**src/rtl/xts_pkg.sv**
```systemverilog
`timescale 1ns/1ps
package xts_pkg;

  typedef enum logic [1:0] {
    XK_NONE  = 2'd0,
    XK_READ  = 2'd1,
    XK_WRITE = 2'd2,
    XK_RFSH  = 2'd3
  } xk_e;

  // clock count rounded up to whole two-clock instruction cycles
  function automatic int run_clks(input int clks);
    return 2 * ((clks + 1) / 2);
  endfunction

endpackage

```
**src/rtl/xts_phase.sv**
```systemverilog
`timescale 1ns/1ps
module xts_phase (
  input  logic clk,
  input  logic rst_n,
  output logic tick
);

  logic tick_q, tick_d;

  always_comb begin
    tick_d = ~tick_q;
  end

  always_ff @(posedge clk or negedge rst_n) begin
    if (!rst_n) begin
      tick_q <= 1'b0;
    end else begin
      tick_q <= tick_d;
    end
  end

  // second clock of each instruction cycle
  assign tick = tick_q;

endmodule

```
**src/rtl/xts_hold_slot.sv**
```systemverilog
`timescale 1ns/1ps
module xts_hold_slot import xts_pkg::*; #(
  parameter int AW = 16,
  parameter int DW = 24
) (
  input  logic          clk,
  input  logic          rst_n,
  input  logic          load,
  input  xk_e           load_kind,
  input  logic [AW-1:0] load_addr,
  input  logic [DW-1:0] load_data,
  input  logic          take,
  input  logic          calc_go,
  output logic          vld,
  output logic          calc_done,
  output xk_e           kind,
  output logic [AW-1:0] addr,
  output logic [DW-1:0] data
);

  logic          vld_q, vld_d;
  logic          cdn_q, cdn_d;
  xk_e           kind_q, kind_d;
  logic [AW-1:0] addr_q, addr_d;
  logic [DW-1:0] data_q, data_d;
  logic          en;

  assign en = load | take | calc_go;

  always_comb begin
    vld_d  = vld_q;
    cdn_d  = cdn_q;
    kind_d = kind_q;
    addr_d = addr_q;
    data_d = data_q;
    if (load) begin
      // newer trigger overwrites, calculation restarts
      vld_d  = 1'b1;
      cdn_d  = 1'b0;
      kind_d = load_kind;
      addr_d = load_addr;
      data_d = load_data;
    end else if (take) begin
      vld_d = 1'b0;
      cdn_d = 1'b0;
    end else if (calc_go) begin
      cdn_d = 1'b1;
    end
  end

  always_ff @(posedge clk or negedge rst_n) begin
    if (!rst_n) begin
      vld_q  <= 1'b0;
      cdn_q  <= 1'b0;
      kind_q <= XK_NONE;
      addr_q <= '0;
      data_q <= '0;
    end else if (en) begin
      vld_q  <= vld_d;
      cdn_q  <= cdn_d;
      kind_q <= kind_d;
      addr_q <= addr_d;
      data_q <= data_d;
    end
  end

  assign vld       = vld_q;
  assign calc_done = cdn_q;
  assign kind      = kind_q;
  assign addr      = addr_q;
  assign data      = data_q;

endmodule

```
**src/rtl/xts_access.sv**
```systemverilog
`timescale 1ns/1ps
module xts_access import xts_pkg::*; #(
  parameter int AW      = 16,
  parameter int DW      = 24,
  parameter int RD_CLKS = 5,
  parameter int WR_CLKS = 4,
  parameter int RF_CLKS = 3
) (
  input  logic          clk,
  input  logic          rst_n,
  input  logic          load,
  input  logic          load_run,
  input  xk_e           load_kind,
  input  logic [AW-1:0] load_addr,
  input  logic [DW-1:0] load_data,
  input  logic          calc_go,
  output logic          vld,
  output logic          run,
  output logic          first,
  output logic          last,
  output xk_e           kind,
  output logic [AW-1:0] addr,
  output logic [DW-1:0] data
);

  localparam int RD_LEN = run_clks(RD_CLKS);
  localparam int WR_LEN = run_clks(WR_CLKS);
  localparam int RF_LEN = run_clks(RF_CLKS);
  localparam int MX_A   = (RD_LEN > WR_LEN) ? RD_LEN : WR_LEN;
  localparam int MX_LEN = (MX_A > RF_LEN) ? MX_A : RF_LEN;
  localparam int CW     = $clog2(MX_LEN) + 1;

  logic [CW-1:0] len_tab [0:3];

  for (genvar k = 0; k < 4; k++) begin : g_len
    localparam int L = (k == 3) ? RF_LEN : (k == 2) ? WR_LEN : RD_LEN;
    assign len_tab[k] = CW'(L - 1);
  end

  logic          vld_q, vld_d;
  logic          run_q, run_d;
  logic          fst_q, fst_d;
  logic [CW-1:0] cnt_q, cnt_d;
  xk_e           kind_q, kind_d;
  logic [AW-1:0] addr_q, addr_d;
  logic [DW-1:0] data_q, data_d;
  logic [1:0]    ld_sel, cur_sel;
  logic          en;

  assign ld_sel  = load_kind;
  assign cur_sel = kind_q;
  assign last    = vld_q & run_q & (cnt_q == '0);
  assign en      = load | calc_go | last | run_q;

  always_comb begin
    vld_d  = vld_q;
    run_d  = run_q;
    cnt_d  = cnt_q;
    fst_d  = 1'b0;
    kind_d = kind_q;
    addr_d = addr_q;
    data_d = data_q;
    if (load) begin
      vld_d  = 1'b1;
      run_d  = load_run;
      fst_d  = load_run;
      cnt_d  = len_tab[ld_sel];
      kind_d = load_kind;
      addr_d = load_addr;
      data_d = load_data;
    end else if (calc_go) begin
      run_d = 1'b1;
      fst_d = 1'b1;
      cnt_d = len_tab[cur_sel];
    end else if (last) begin
      vld_d = 1'b0;
      run_d = 1'b0;
    end else if (run_q) begin
      cnt_d = cnt_q - CW'(1);
    end
  end

  always_ff @(posedge clk or negedge rst_n) begin
    if (!rst_n) begin
      fst_q <= 1'b0;
    end else begin
      fst_q <= fst_d;
    end
  end

  always_ff @(posedge clk or negedge rst_n) begin
    if (!rst_n) begin
      vld_q  <= 1'b0;
      run_q  <= 1'b0;
      cnt_q  <= '0;
      kind_q <= XK_NONE;
      addr_q <= '0;
      data_q <= '0;
    end else if (en) begin
      vld_q  <= vld_d;
      run_q  <= run_d;
      cnt_q  <= cnt_d;
      kind_q <= kind_d;
      addr_q <= addr_d;
      data_q <= data_d;
    end
  end

  assign vld   = vld_q;
  assign run   = run_q;
  assign first = fst_q;
  assign kind  = kind_q;
  assign addr  = addr_q;
  assign data  = data_q;

endmodule

```
**src/rtl/xmem_trig_sched.sv**
```systemverilog
`timescale 1ns/1ps
module xmem_trig_sched import xts_pkg::*; #(
  parameter int AW      = 16,
  parameter int DW      = 24,
  parameter int RD_CLKS = 5,
  parameter int WR_CLKS = 4,
  parameter int RF_CLKS = 3
) (
  input  logic          clk,
  input  logic          rst_n,
  input  logic          rw_req,
  input  logic          rw_is_write,
  input  logic [AW-1:0] rw_addr,
  input  logic [DW-1:0] rw_wdata,
  input  logic          rfsh_req,
  output logic          busy,
  output logic          buf_full,
  output logic          calc_stb,
  output logic [AW-1:0] calc_addr,
  output logic          acc_start,
  output logic          acc_done,
  output logic          acc_active,
  output logic [1:0]    acc_kind,
  output logic [AW-1:0] acc_addr,
  output logic [DW-1:0] acc_wdata
);

  logic          tick;
  logic          rf_q, rf_d;

  logic          p_vld, p_cdn;
  xk_e           p_kind;
  logic [AW-1:0] p_addr;
  logic [DW-1:0] p_data;

  logic          a_vld, a_run, a_first, a_last;
  xk_e           a_kind;
  logic [AW-1:0] a_addr;
  logic [DW-1:0] a_data;

  xk_e           req_kind;
  logic          idle_all, bypass, p_load, mem_free;
  logic          a_calc, p_calc, start_rf, start_p;
  logic          a_load, a_load_run;
  xk_e           a_ld_kind;
  logic [AW-1:0] a_ld_addr;
  logic [DW-1:0] a_ld_data;

  xts_phase u_phase (
    .clk   (clk),
    .rst_n (rst_n),
    .tick  (tick)
  );

  // ---------------- arbitration ----------------
  always_comb begin
    req_kind = rw_is_write ? XK_WRITE : XK_READ;
    idle_all = ~a_vld & ~p_vld & ~rf_q;
    bypass   = rw_req & idle_all & ~rfsh_req;
    p_load   = rw_req & ~bypass;
    mem_free = ~a_vld | a_last;
    // one address calculation per instruction cycle, access stage first
    a_calc   = tick & a_vld & ~a_run;
    p_calc   = tick & p_vld & ~p_cdn & ~a_calc;
    // refresh outranks a waiting read/write
    start_rf = tick & mem_free & rf_q;
    start_p  = tick & mem_free & ~rf_q & p_vld & (p_cdn | p_calc);
    a_load     = start_rf | start_p | bypass;
    a_load_run = start_rf | start_p;
    if (start_rf) begin
      a_ld_kind = XK_RFSH;
      a_ld_addr = '0;
      a_ld_data = '0;
    end else if (start_p) begin
      a_ld_kind = p_kind;
      a_ld_addr = p_addr;
      a_ld_data = p_data;
    end else begin
      a_ld_kind = req_kind;
      a_ld_addr = rw_addr;
      a_ld_data = rw_wdata;
    end
  end

  // ---------------- refresh flag ----------------
  always_comb begin
    rf_d = rfsh_req | (rf_q & ~start_rf);
  end

  always_ff @(posedge clk or negedge rst_n) begin
    if (!rst_n) begin
      rf_q <= 1'b0;
    end else begin
      rf_q <= rf_d;
    end
  end

  xts_hold_slot #(
    .AW (AW),
    .DW (DW)
  ) u_slot (
    .clk       (clk),
    .rst_n     (rst_n),
    .load      (p_load),
    .load_kind (req_kind),
    .load_addr (rw_addr),
    .load_data (rw_wdata),
    .take      (start_p),
    .calc_go   (p_calc),
    .vld       (p_vld),
    .calc_done (p_cdn),
    .kind      (p_kind),
    .addr      (p_addr),
    .data      (p_data)
  );

  xts_access #(
    .AW      (AW),
    .DW      (DW),
    .RD_CLKS (RD_CLKS),
    .WR_CLKS (WR_CLKS),
    .RF_CLKS (RF_CLKS)
  ) u_acc (
    .clk       (clk),
    .rst_n     (rst_n),
    .load      (a_load),
    .load_run  (a_load_run),
    .load_kind (a_ld_kind),
    .load_addr (a_ld_addr),
    .load_data (a_ld_data),
    .calc_go   (a_calc),
    .vld       (a_vld),
    .run       (a_run),
    .first     (a_first),
    .last      (a_last),
    .kind      (a_kind),
    .addr      (a_addr),
    .data      (a_data)
  );

  // ---------------- outputs ----------------
  assign busy       = a_vld | p_vld | rf_q;
  assign buf_full   = p_vld | rf_q;
  assign calc_stb   = a_calc | p_calc;
  assign calc_addr  = a_calc ? a_addr : p_addr;
  assign acc_start  = a_first;
  assign acc_done   = a_last;
  assign acc_active = a_run;
  assign acc_kind   = a_kind;
  assign acc_addr   = a_addr;
  assign acc_wdata  = a_data;

endmodule

```
**config.mk**
```make
export PLATFORM = sky130hd
export DESIGN_NAME = xmem_trig_sched
export DESIGN_NICKNAME = d
export VERILOG_FILES = /design/src/rtl/xts_pkg.sv /design/src/rtl/xts_phase.sv /design/src/rtl/xts_hold_slot.sv /design/src/rtl/xts_access.sv /design/src/rtl/xmem_trig_sched.sv
export SDC_FILE = /design/constraint.sdc
export NUM_CORES = 1
export LEC_CHECK = 0
export BUFFER_PORTS_ARGS = -buffer_cell sky130_fd_sc_hd__buf_2
export CORE_UTILIZATION = 40
export DETAILED_ROUTE_END_ITERATION = 10
export GPL_ROUTABILITY_DRIVEN = 1
export PLACE_DENSITY = 0.66
export SYNTH_ARGS = -nofsm -noshare
export SYNTH_HDL_FRONTEND = slang
export SYNTH_SLANG_ARGS = --single-unit
```
**constraint.sdc**
```tcl
create_clock -name clk -period 2.4 [get_ports clk]
set_input_delay 0.24 -clock clk [delete_from_list [all_inputs] [get_ports clk]]
set_output_delay 0.24 -clock clk [all_outputs]
set_load 0.05 [all_outputs]
```
==> results.json <==
{
  "cts_setup_buffers": 0,
  "grt.total_usage": 0.1915,
  "fp.dieH_um": 104.8,
  "fmax_ghz": 0.4758,
  "setup_viol": 0,
  "wl_met3_um": 386,
  "io_pins": 109,
  "cts_root_buf": "clkbuf_8",
  "numPortBuffers": 108,
  "grt-ovfl-total": 0,
  "synthesis.nets": 365,
  "cp_cell_sequence": "buf_4 -> nand3b_1 -> buf_4 -> mux2_2 -> buf_2",
  "ir_drop_v": 0.0004886,
  "synth_most_common_cell": "dfrtp_1",
  "async_reset_ff_frac": 1.000,
  "drt_iter0_drc": 160,
  "final-seq-area_sq_um": 2377,
  "grt_pass1_vias": 3136,
  "cp-end-kind": "output pin",
  "yosysUniqueCellTypes": 39,
  "timing.final.hold_violations": 0,
  "design_area_sq_um": 5137,
  "antennaDiodeCount": 0,
  "synth.top_cell.area_share": 0.5626,
  "status": "completed",
  "yosys_register_bits": 95,
  "path_buf_inv": 3,
  "synth_top_family_by_area": "multiplexers",
  "synth_compound_gate_area_share": 0.1356,
  "grt_max_degree": 50,
  "drt-met1-wl_um": 4606,
  "drc_errors": 0,
  "crit_family": "buffers and inverters",
  "antenna_found_initial": 0,
  "synth_area_leaders": "dfrtp_1 (56%), mux2_2 (15%), a221o_1 (9.5%)",
  "die_area_sq_um": 10980,
  "slew_headroom": 0.5911,
  "critical_path_arrival_ns": 1.86,
  "synthTopCellsByCount": "dfrtp_1 (95), mux2_2 (55), a221o_1 (40), and3_1 (40), clkbuf_1 (9)",
  "hp-class": "in -> reg",
  "synth_mux_area_frac": 0.1519,
  "drt-pass1-iter-count": 4,
  "synthXorXnorAreaFrac": 0,
  "multi_input_area_sq_um": 1698,
  "finalCritPeriodShare": 0.8757,
  "synth-simple-area-share": 0.1033,
  "synth_fa_ha_area_frac": 0.005922,
  "path_max_fanout": 10,
  "drv_cap": 0,
  "met2WireLength_um": 4817,
  "die_w_um": 104.8,
  "routedWlPerCell_um": 17.61,
  "clock_latency_ns": 0.38,
  "fin_skew_ns": 0.01276,
  "yosysTopAreaCell": "dfrtp_1",
  "fillers": 954,
  "htree_levels": 3,
  "initial_utilization": 0.4111,
  "power_leakage_nw": 2.653,
  "nets": 474,
  "fin_setup_tns_ns": 0,
  "numCtsBuffers": 9,
  "period_minus_slack_ns": 2.102,
  "tritoncts": "built",
  "rows": 37,
  "powerDensity_nw_per_um2": 1195,
  "synth_warnings": 0,
  "syn_to_final_growth_pct": 21.59,
  "synthCells": 318,
  "yosysSeqAreaShare": 0.5626,
  "crit_required_ns": 2.16,
  "synth_edf_count": 0,
  "slowest_stage": "dfrtp_1",
  "clkSlewWorstSetupHoldPaths_ns": 0.10,
  "coreArea_sq_um": 10280,
  "synthFlopType": "dfrtp_1",
  "vias": 3070,
  "routed_wl_um": 10000,
  "place_hpwl_um": 6658,
  "worst_path_largest_cell_delay_ns": 0.41,
  "routed.top_layer": "met4",
  "grt_pass1_wl_um": 16220,
  "place_area_sq_um": 4912,
  "worst_pin_slew_ns": 0.6134,
  "avgSynthCellArea_sq_um": 13.29,
  "start_kind": "register",
  "ant_nets": 0,
  "syn_area_sq_um": 4225,
  "rsz0062_at_grt": "false",
  "clkSinkCount": 95,
  "clockBufferDepth": 2,
  "crit_top_cell": "buf_4",
  "path_class": "reg -> out",
  "routed_via_density": 5.405,
  "drive_gt1_frac": 0.4653,
  "drv_slew": 0,
  "gp_congestion": 0.8030
}
metal layers:
| metal | up-vias | global-route usage |
|---|---|---|
| li1 | 1436 | - |
| met1 | 1538 | 0.2546 |
| met2 | 82 | 0.3070 |
| met3 | 14 | 0.03930 |
| met4 | 0 | 0.07646 |
| met5 | - | 0 |
timing repair:
action / CTS / global route
hold buffers: 1 / 0
gates resized for setup: 0 / 0
hold endpoints to repair: 47 / 0
endpoints found under the setup margin: 0 / 0
through the flow:
stage | hold WS [ns] | worst slack, ns | std cells | utilization | power (mW)
6_report | 0.09915 | 0.2983 | 568 | 0.4999 | 6.138
5_1_grt | 0.09002 | 0.2016 | 568 | 0.4999 | 6.435
3_5_place_dp | 0.2915 | 0.3940 | 551 | 0.4780 | 5.055
3_3_place_gp | 0.2908 | 0.4554 | 551 | 0.4780 | 5.012
2_1_floorplan | -0.05559 | 0.4008 | 318 | - | 4.369
4_1_cts | 0.08813 | 0.2770 | 568 | 0.4999 | 6.189
logic make-up (layout without fill, tap and decap cells):
logic type | Yosys count | count (layout)
buffers and inverters | 31 | 145
AOI/OAI and AO/OA | 64 | 64
and+or+nand+nor | 69 | 69
adders and majority gates | 2 | 2
DFF | 95 | 95
muxes | 57 | 57
cell type report:
class | count | share of cell area
Sequential cell | 95 | 0.4627
Clock inverter | 5 | 0.01242
Clock buffer | 11 | 0.02947
Tap cell | 136 | 0.03312
Multi-Input combinational cell | 192 | 0.3305
Inverter | 7 | 0.005114
Timing Repair Buffer | 122 | 0.1266
registers in the layout, indices dropped and copies added (netlist names):
| signal | cells |
|---|---|
| u_acc.cnt_q | 4 |
| u_slot.vld | 1 |
| u_slot.data | 24 |
| u_acc.data | 24 |
| rf_q | 1 |
| u_acc.vld | 1 |
| u_acc.kind | 2 |
| u_slot.calc_done | 1 |
| u_acc.run | 1 |
| u_slot.addr | 16 |
| u_slot.kind | 2 |
| u_acc.addr | 16 |
| u_phase.tick | 1 |
| u_acc.first | 1 |
final timing paths:
path	end	cells past startpoint	startpoint	slack (ns)
max in group asynchronous	u_acc.addr[11]	3	rst_n	1.22
min in group asynchronous	u_slot.addr[3]	2	rst_n	0.42
min reg2reg	u_slot.kind[0]	2	u_slot.kind[0]	0.49
max reg2reg	u_acc.addr[9]	7	u_acc.cnt_q[0]	0.37
max	calc_addr[8]	5	u_acc.vld	0.30
min	u_slot.data[3]	2	rw_wdata[3]	0.1
power breakdown:
| group | switching [mW] | total, mW | internal [mW] | leakage, nW |
|---|---|---|---|---|
| sequential | 0.238 | 2.17 | 1.93 | 1.19 |
| combinational | 2.00 | 2.84 | 0.838 | 1.36 |
| clock | 0.582 | 1.13 | 0.546 | 0.106 |
worst reg2reg max path: stages, from the launching register on:
cell	delay [ns]
dfrtp_1	0.39
inv_1	0.11
ha_1	0.18
nand4bb_1	0.18
a21o_1	0.31
nor3b_4	0.20
buf_4	0.37
a221o_1	0.23
placed cells by master, fill, tap and decap left out, types with 2 or more instances in the layout:
cell type  count
or3_1          3
and3_1        40
dfrtp_1       95
buf_2        107
nor2_1         3
mux2_2        55
nand2b_1       2
nand2_1        8
a221o_1       40
a21o_1         4
mux2_1         2
inv_1          6
ha_1           2
clkbuf_8      11
a21oi_1        5
o21ai_0        5
clkinv_4       2
buf_4         14
nor3b_4        2
nand3_1        4
Power figures use the tool's default switching activity.
